## src/rtl/chk_div_step.sv

```systemverilog
module chk_div_step #(
  parameter int unsigned        REM_W  = 16,
  parameter int unsigned        DATA_W = 8,
  parameter logic [REM_W-1:0]   GEN    = 16'h1021
) (
  input  logic [REM_W-1:0]  rem_in,
  input  logic [DATA_W-1:0] data_in,
  output logic [REM_W-1:0]  rem_out
);
  logic [REM_W-1:0] stage [DATA_W+1];

  assign stage[0] = rem_in;

  genvar g;
  generate
    for (g = 0; g < DATA_W; g++) begin : g_bit
      localparam int unsigned SRC = DATA_W - 1 - g;
      logic [REM_W-1:0] shifted;
      assign shifted      = {stage[g][REM_W-2:0], data_in[SRC]};
      assign stage[g + 1] = stage[g][REM_W-1] ? (shifted ^ GEN) : shifted;
    end
  endgenerate

  assign rem_out = stage[DATA_W];
endmodule

```

## src/rtl/chk_accum.sv

```systemverilog
module chk_accum #(
  parameter int unsigned      REM_W  = 16,
  parameter int unsigned      DATA_W = 8,
  parameter logic [REM_W-1:0] GEN    = 16'h1021
) (
  input  logic              clk,
  input  logic              rst_n,
  input  logic              take,
  input  logic              restart,
  input  logic [DATA_W-1:0] data_in,
  output logic [REM_W-1:0]  rem_next
);
  logic [REM_W-1:0] rem_q;
  logic [REM_W-1:0] rem_d;
  logic [REM_W-1:0] seed;

  // A first byte starts from an empty register, with no idle cycle needed.
  assign seed = restart ? '0 : rem_q;

  chk_div_step #(.REM_W(REM_W), .DATA_W(DATA_W), .GEN(GEN)) u_step (
    .rem_in  (seed),
    .data_in (data_in),
    .rem_out (rem_next)
  );

  always_comb begin
    rem_d = rem_q;
    if (take) rem_d = rem_next;
  end

  always_ff @(posedge clk or negedge rst_n) begin
    if (!rst_n) rem_q <= '0;
    else        rem_q <= rem_d;
  end
endmodule

```

## src/rtl/chk_emit.sv

```systemverilog
module chk_emit #(
  parameter int unsigned REM_W  = 16,
  parameter int unsigned BYTE_W = 8
) (
  input  logic              clk,
  input  logic              rst_n,
  input  logic              fire,
  input  logic [REM_W-1:0]  rem_in,
  output logic [BYTE_W-1:0] first_byte,
  output logic [BYTE_W-1:0] second_byte,
  output logic              done
);
  logic [REM_W-1:0] out_q, out_d;
  logic             done_q, done_d;

  always_comb begin
    out_d  = out_q;
    done_d = fire;
    if (fire) out_d = rem_in;
  end

  always_ff @(posedge clk or negedge rst_n) begin
    if (!rst_n) begin
      out_q  <= '0;
      done_q <= 1'b0;
    end else begin
      out_q  <= out_d;
      done_q <= done_d;
    end
  end

  // Transmit order is the reverse of the remainder's significance.
  assign first_byte  = out_q[BYTE_W-1:0];
  assign second_byte = out_q[2*BYTE_W-1:BYTE_W];
  assign done        = done_q;
endmodule

```

## src/rtl/payload_chk_gen.sv

```systemverilog
module payload_chk_gen #(
  parameter int unsigned      DATA_W = 8,
  parameter int unsigned      REM_W  = 16,
  parameter logic [REM_W-1:0] GEN    = 16'h1021
) (
  input  logic              clk,
  input  logic              rst_n,
  input  logic              en,
  input  logic              in_valid,
  input  logic              in_start,
  input  logic              in_last,
  input  logic [DATA_W-1:0] in_data,
  output logic [DATA_W-1:0] chk_first,
  output logic [DATA_W-1:0] chk_second,
  output logic              done
);
  logic             take;
  logic [REM_W-1:0] rem_next;

  assign take = en & in_valid;

  chk_accum #(.REM_W(REM_W), .DATA_W(DATA_W), .GEN(GEN)) u_accum (
    .clk      (clk),
    .rst_n    (rst_n),
    .take     (take),
    .restart  (in_start),
    .data_in  (in_data),
    .rem_next (rem_next)
  );

  chk_emit #(.REM_W(REM_W), .BYTE_W(DATA_W)) u_emit (
    .clk         (clk),
    .rst_n       (rst_n),
    .fire        (take & in_last),
    .rem_in      (rem_next),
    .first_byte  (chk_first),
    .second_byte (chk_second),
    .done        (done)
  );
endmodule

```

## config.mk

```make
export PLATFORM = sky130hd
export DESIGN_NAME = payload_chk_gen
export DESIGN_NICKNAME = d
export VERILOG_FILES = /design/src/rtl/chk_div_step.sv /design/src/rtl/chk_accum.sv /design/src/rtl/chk_emit.sv /design/src/rtl/payload_chk_gen.sv
export SDC_FILE = /design/constraint.sdc
export NUM_CORES = 1
export LEC_CHECK = 0
export BUFFER_PORTS_ARGS = -buffer_cell sky130_fd_sc_hd__clkbuf_2
export CORE_MARGIN = 1.5
export CORE_UTILIZATION = 32
export CTS_BUF_LIST = sky130_fd_sc_hd__clkbuf_8
export CTS_CLUSTER_SIZE = 14
export DETAILED_ROUTE_END_ITERATION = 10
export GPL_ROUTABILITY_DRIVEN = 0
export PLACE_DENSITY = 0.6
export SLEW_MARGIN = 20
export SYNTH_ARGS = -nofsm -noshare
export SYNTH_HDL_FRONTEND = slang
export SYNTH_HIERARCHICAL = 1
export SYNTH_SLANG_ARGS = --single-unit
```

## constraint.sdc

```tcl
create_clock -name clk -period 2.5 [get_ports clk]
set_clock_uncertainty 0.15 [all_clocks]
set_input_delay 0.25 -clock clk [delete_from_list [all_inputs] [get_ports clk]]
set_output_delay 0.25 -clock clk [all_outputs]
set_load 0.01 [all_outputs]
```

==> results of run 1 <==
-- worst paths after layout --
path                              startpoint               end  slack [ns]
min in group asynchronous              rst_n  u_accum/rem_q[2]        0.45
max in group asynchronous              rst_n   u_emit/out_q[8]        1.23
min                                 in_valid       u_emit/done        0.08
max                        u_accum/rem_q[13]  u_emit/out_q[13]        0.73
min reg2reg                 u_accum/rem_q[1]  u_accum/rem_q[1]        0.35
max reg2reg                u_accum/rem_q[13]  u_emit/out_q[13]        0.73
-- state kept, by name, summed over array words and instances (netlist names) --
name,flops
u_accum/rem_q,16
u_emit/done,1
u_emit/out_q,16
-- worst max-delay path: cells and delay by family, from the launching register on --
family | cells | cell delay [ns]
flops | 1 | 0.38
mux | 1 | 0.28
simple gates | 1 | 0.21
xor+xnor | 2 | 0.63
-- cells by family (layout without fill, tap and decap cells) --
family | after synthesis | after routing | share of synthesized area (%)
DFF | 33 | 33 | 49.4
muxes | 32 | 32 | 26.0
xor gates and xnor gates | 24 | 24 | 13.0
and+or+nand+nor | 18 | 18 | 7.63
buffers and inverters | 5 | 41 | 3.96
-- cell usage after synthesis --
cell	count	area, µm²
clkbuf_1	1	3.75
dfrtp_1	33	826
and2b_1	12	90.1
nor2b_1	4	25.0
buf_12	2	40.0
mux2_2	12	135
mux2_4	20	300
xnor2_1	16	140
and2_1	1	6.26
xor2_1	7	61.3
buf_6	2	22.5
xor2_2	1	16.3
and3_1	1	6.26
-- timing repair --
| action | CTS | global route |
|---|---|---|
| endpoints found under the hold margin | 33 | 0 |
| buffers inserted | 0 | 0 |
| hold buffers | 1 | 0 |
-- final cells by class --
class / count / area share, %
timing repair buffer: 33 / 8.89
clock inverter: 1 / 0.254
tap: 70 / 4.44
clock buffer: 7 / 4.89
multi-input combinational: 74 / 39.6
sequential: 33 / 41.9
-- through the flow --
stage	hold WS [ns]	std cells	area, µm²
floorplan	-0.196	112	1670
global placement	0.234	209	1860
detailed placement	0.247	209	1860
CTS	0.0749	218	1970
global route	0.0920	218	1970
finish	0.0818	218	1970
-- layer usage --
layer | wire (µm) | share of wire, % | track usage (%) | vias to the layer above
met5 | 0 | 0 | 0 | -
li1 | - | - | - | 437
met4 | 61 | 2.0 | 7.14 | 0
met2 | 1320 | 44 | 19.2 | 25
met1 | 1460 | 49 | 16.7 | 463
met3 | 149 | 5.0 | 3.70 | 5
-- power by group through the flow --
stage          clock network (mW)  registers [mW]  logic [mW]
2_1_floorplan                   0           0.962       0.683
3_3_place_gp                    0           0.937       0.968
3_5_place_dp                    0           0.937       0.988
4_1_cts                     0.453           0.935       0.989
5_1_grt                     0.475           0.970        1.07
6_report                    0.442           0.928       0.974
==> run summary, run 1 <==
H-tree Lvls - 2
CTS clk-pin slew, worst paths - 0.07 ns
share of cells above drive strength 1 - 49.3%
DR iter-0 viols - 37
min Tclk post-route - 1.77 ns
global-route usage over all layers - 12.8%
DRC violations left - 0
Area Overhead vs Synth - 17.8%
CP Cell Sequence - and2b_1 > xnor2_1 > xnor2_1 > mux2_2
vias in the first global route - 1044
#FFs+latches synth - 33
Pre-antenna DRT Iters - 4
Ys Warns - 6
Routed WL - 2990 µm
IO Port Bufs - 30
CTS tree - done
Num CTS Buffers - 5
share of total power in sequential cells - 39.6%
sw frac - 31.5%
Post-Syn Area - 1670 µm²
Slew Limit Headroom - 44.2%
crit path max-delay cell type - xnor2_1
commonest cells after routing, fill and taps aside - dfrtp_1, clkbuf_2, mux2_4, xnor2_1
Clock Power Share - 18.9%
clk buf depth - 2
worst slew pin tran - 0.837 ns
Final WS setup - 0.734 ns
Final Core Density - 38.8%
register area share after synthesis - 49.4%
Net Sw Power - 0.738 mW
Reg area - 826 µm²
status - finished, final reports clean
syn nets - 126
fmax - 566 MHz
# diodes - 0
I/O pin count - 31
PwrDens - 1190 nW/µm²
Post-layout nets - 161
HP Class - in2reg
fin. max-slew vios - 0
worst path required time - 2.52 ns
setup tns final - 0 ns
die height - 75.3 µm
Worst Reg2Reg Path Length in Cells - 4
dpl hpwl - 2110 µm
RSZ-0062 raised after global routing - false
post-synth cell types - 13
pre-CTS setup slack - 0.536 ns
WHS Path Cells - 2
P_leak - 0.948 nW
Internal Pwr Total - 1.61 mW
Worst VDD drop - 0.455 mV
fin crit share - 70.6%
max-cap violations - 0
crit path kind - reg2reg
Initial Utilization - 33.0%
Antenna Violating Nets Remaining - 0
chip width - 75.3 µm
Arr. time, crit path - 1.78 ns
Core Box Area - 5070 µm²
gr ovfl total - 0
die area - 5670 µm²
worst-path maximum fanout - 3
Gate Count Post-Synth - 112
Vias/cell - 4.27
post_cts resized - 0
Comb power frac - 41.6%
via count - 930
CP most frequent cell - xnor2_1
first-pass GRT wire length - 5210 µm
syn_area_per_cell - 14.9 µm²
commonest non-fill, non-tap cell in the layout - dfrtp_1
FILL cells - 514
Finish-stage setup viols - 0
row count - 26
multi-input logic area - 781 µm²
Worst Setup Start Kind - flop
largest net degree at the start of global routing - 34
Worst path max stage delay - 0.47 ns
mean routed wirelength per cell - 13.7 µm
total power draw - 2.34 mW
clock root buffer master - clkbuf_8
initial antenna violation count - 0
worst skew pair latency - 0.28 ns
Worst setup EP type - flop
Final Hold Fails - 0
TritonCTS sink count - 33
Note: power is estimated with default switching activity, not from simulation.
==> run 2, diff against run 1 <==
Settings changed: ABC_AREA set to 1, PLACE_DENSITY 0.6 to 0.59.
Clock period 2.5 ns to 1.79 ns, I/O delays scaled along.
==> run 2 against run 1 <==
- global-route usage increased by 2.1 points
- clock power is 43% higher
- hold slack worse by 0.035 ns
- cell count is 82% higher
- total power up 14%
- non-clock buffer count grew 6
- sequential power grew 19%
- setup slack worse by 0.48 ns
- register-to-register slack got worse by 0.48 ns
- critical path type unchanged
==> run summary, run 2 <==
H-tree Lvls - 2 (unchanged)
IO Port Bufs - 30 (unchanged)
CTS clk-pin slew, worst paths - 0.07 ns (about the same)
fin crit share - 85.9% (+15 points)
clock root buffer master - clkbuf_8
die height - 80.7 µm (+7.2%)
max-cap violations - 0 (unchanged)
Ys Warns - 6 (unchanged)
Vias/cell - 4.24 (-0.69%)
CTS tree - done
Routed WL - 4220 µm (+41%)
status - finished, final reports clean
Num CTS Buffers - 5 (unchanged)
largest net degree at the start of global routing - 21 (-38%)
min Tclk post-route - 1.54 ns (-0.229 ns)
CP Cell Sequence - inv_1 > nor2_1 > inv_2 > nand2_1 > nand2_1 > nand2_1 > nand2_1 > nand2_1 > nand2_2
multi-input logic area - 843 µm² (+8.0%)
DRC violations left - 0 (unchanged)
worst path required time - 1.83 ns (-0.69 ns)
mean routed wirelength per cell - 10.6 µm (-22%)
Antenna Violating Nets Remaining - 0 (unchanged)
Reg area - 826 µm² (unchanged)
clk buf depth - 2 (unchanged)
setup tns final - 0 ns (unchanged)
global-route usage over all layers - 14.9% (+2.1 points)
Gate Count Post-Synth - 283 (+150%)
row count - 28 (+7.7%)
top cell type's share of synthesized area - 42.7% (-6.6 points)
dpl hpwl - 3190 µm (+51%)
CP most frequent cell - nand2_1
Worst VDD drop - 0.456 mV (+0.14%)
WHS Path Cells - 4 (+2)
worst skew pair latency - 0.29 ns (about the same)
WHS - 0.0466 ns (-0.0352 ns)
fin. max-slew vios - 0 (unchanged)
DR iter-0 viols - 47 (+27%)
die area - 6520 µm² (+15%)
Worst Reg2Reg Path Length in Cells - 9 (+5)
fmax - 651 MHz (+15%)
Primary FF master, synth - dfrtp_1
HP Class - in2reg
worst slew pin tran - 0.468 ns (-0.369 ns)
crit path kind - reg2reg
PwrDens - 1180 nW/µm² (-0.66%)
Core Box Area - 5890 µm² (+16%)
ys async rst share - 100% (unchanged)
Worst path max stage delay - 0.35 ns (-0.12 ns)
Buf+Inv Stages, Crit Path - 2 (+2)
via count - 1682 (+81%)
chip width - 80.7 µm (+7.2%)
TritonCTS sink count - 33 (unchanged)
initial antenna violation count - 0 (unchanged)
Worst setup EP type - flop
Post-Syn Area - 1930 µm² (+16%)
worst-path maximum fanout - 7 (+4)
Final Hold Fails - 0 (unchanged)
Slew Limit Headroom - 68.8% (+25 points)
count leader, synth - nand2_1
I/O pin count - 31 (unchanged)
register area share after synthesis - 42.7% (-6.6 points)
critical path's top delay family - simple AND/OR/NAND/NOR gates
post-synth cell types - 13 (unchanged)
Post-layout nets - 335 (+110%)
FILL cells - 655 (+27%)
Synth area leader - dfrtp_1
P_leak - 1.36 nW (+43%)
Finish-stage setup viols - 0 (unchanged)
WP depth - 9 (+5)
number of synthesized flops with an enable pin - 0 (unchanged)
syn nets - 297 (+140%)
top post-synthesis cells by area - dfrtp_1, nand2_1, nand2_2
Initial Utilization - 32.8% (-0.12 points)
Post-synth top cells - nand2_1, inv_1, dfrtp_1, nand2_2, nor2_1
Pre-antenna DRT Iters - 4 (unchanged)
Worst Setup Start Kind - flop
# diodes - 0 (unchanged)
Arr. time, crit path - 1.57 ns (-0.21 ns)
#FFs+latches synth - 33 (unchanged)
gr ovfl total - 0 (unchanged)
vias in the first global route - 1578 (+51%)
total power draw - 2.67 mW (+14%)
first-pass GRT wire length - 7280 µm (+40%)
syn_area_per_cell - 6.83 µm² (-54%)
commonest non-fill, non-tap cell in the layout - nand2_1
RSZ-0062 raised after global routing - false
share of cells above drive strength 1 - 23.9% (-25 points)
crit path max-delay cell type - dfrtp_1
commonest cells after routing, fill and taps aside - nand2_1, inv_1, dfrtp_1, clkbuf_2, nand2_2
Area Overhead vs Synth - 16.9%
run 2: layout make-up:
class / instances / share of cell area, %
clock buffer: 7 / 4.26
clock inverter: 1 / 0.221
inverter: 40 / 7.20
multi-input combinational: 202 / 37.3
sequential: 33 / 36.5
tap: 75 / 4.15
timing repair buffer: 39 / 10.3
run 2: per-stage QoR:
stage	worst slack (ns)	utilization (%)	instance area [µm²]	cells
final	0.253	38.4	2260	397
after global routing	0.0576	38.4	2260	397
after CTS	0.265	38.4	2260	397
after detailed placement	0.191	36.5	2150	388
after global placement	0.205	36.5	2150	388
after floorplan	0.350	-	1930	283
run 2: path summary, 6_finish.rpt:
kind	start	to	slack, ns
max	u_accum/rem_q[15]	u_accum/rem_q[8]	0.25
min	in_data[4]	u_emit/out_q[4]	0.05
max reg2reg	u_accum/rem_q[15]	u_accum/rem_q[8]	0.25
min reg2reg	u_emit/out_q[9]	u_emit/out_q[9]	0.32
max in group asynchronous	rst_n	u_accum/rem_q[13]	0.85
min in group asynchronous	rst_n	u_emit/out_q[4]	0.20
run 2: logic make-up (layout without fill, tap and decap cells):
kind of cell | count (synthesis) | after routing | share of synthesized area, %
and+or+nand+nor | 198 | 198 | 41.8
buffers and inverters | 48 | 87 | 13.7
DFF | 33 | 33 | 42.7
xor gates and xnor gates | 4 | 4 | 1.81
run 2: repair_timing:
action	in CTS	in global routing
hold endpoints to repair	33	0
hold buffers	1	0
buffers inserted	0	0
setup endpoints to repair	0	0
gates resized for setup	0	0
run 2: worst register-to-register path: cells and delay by family, from the launching register on:
family / cells / cell delay, ns
flops: 1 / 0.35
simple gates: 7 / 0.76
buf+inv: 2 / 0.18
run 2: per-layer routing:
layer | track usage, % | share of wire, % | vias up
li1 | - | - | 886
met1 | 19.9 | 49 | 758
met2 | 22.5 | 44 | 29
met3 | 4.55 | 4.8 | 9
met4 | 6.03 | 2.2 | 0
met5 | 0 | 0 | -
run 2: power by group:
part	internal, mW	leakage [nW]	total (mW)	switching (mW)
logic	0.358	0.882	0.933	0.575
clock network	0.348	0.0542	0.633	0.285
registers	0.967	0.423	1.10	0.136
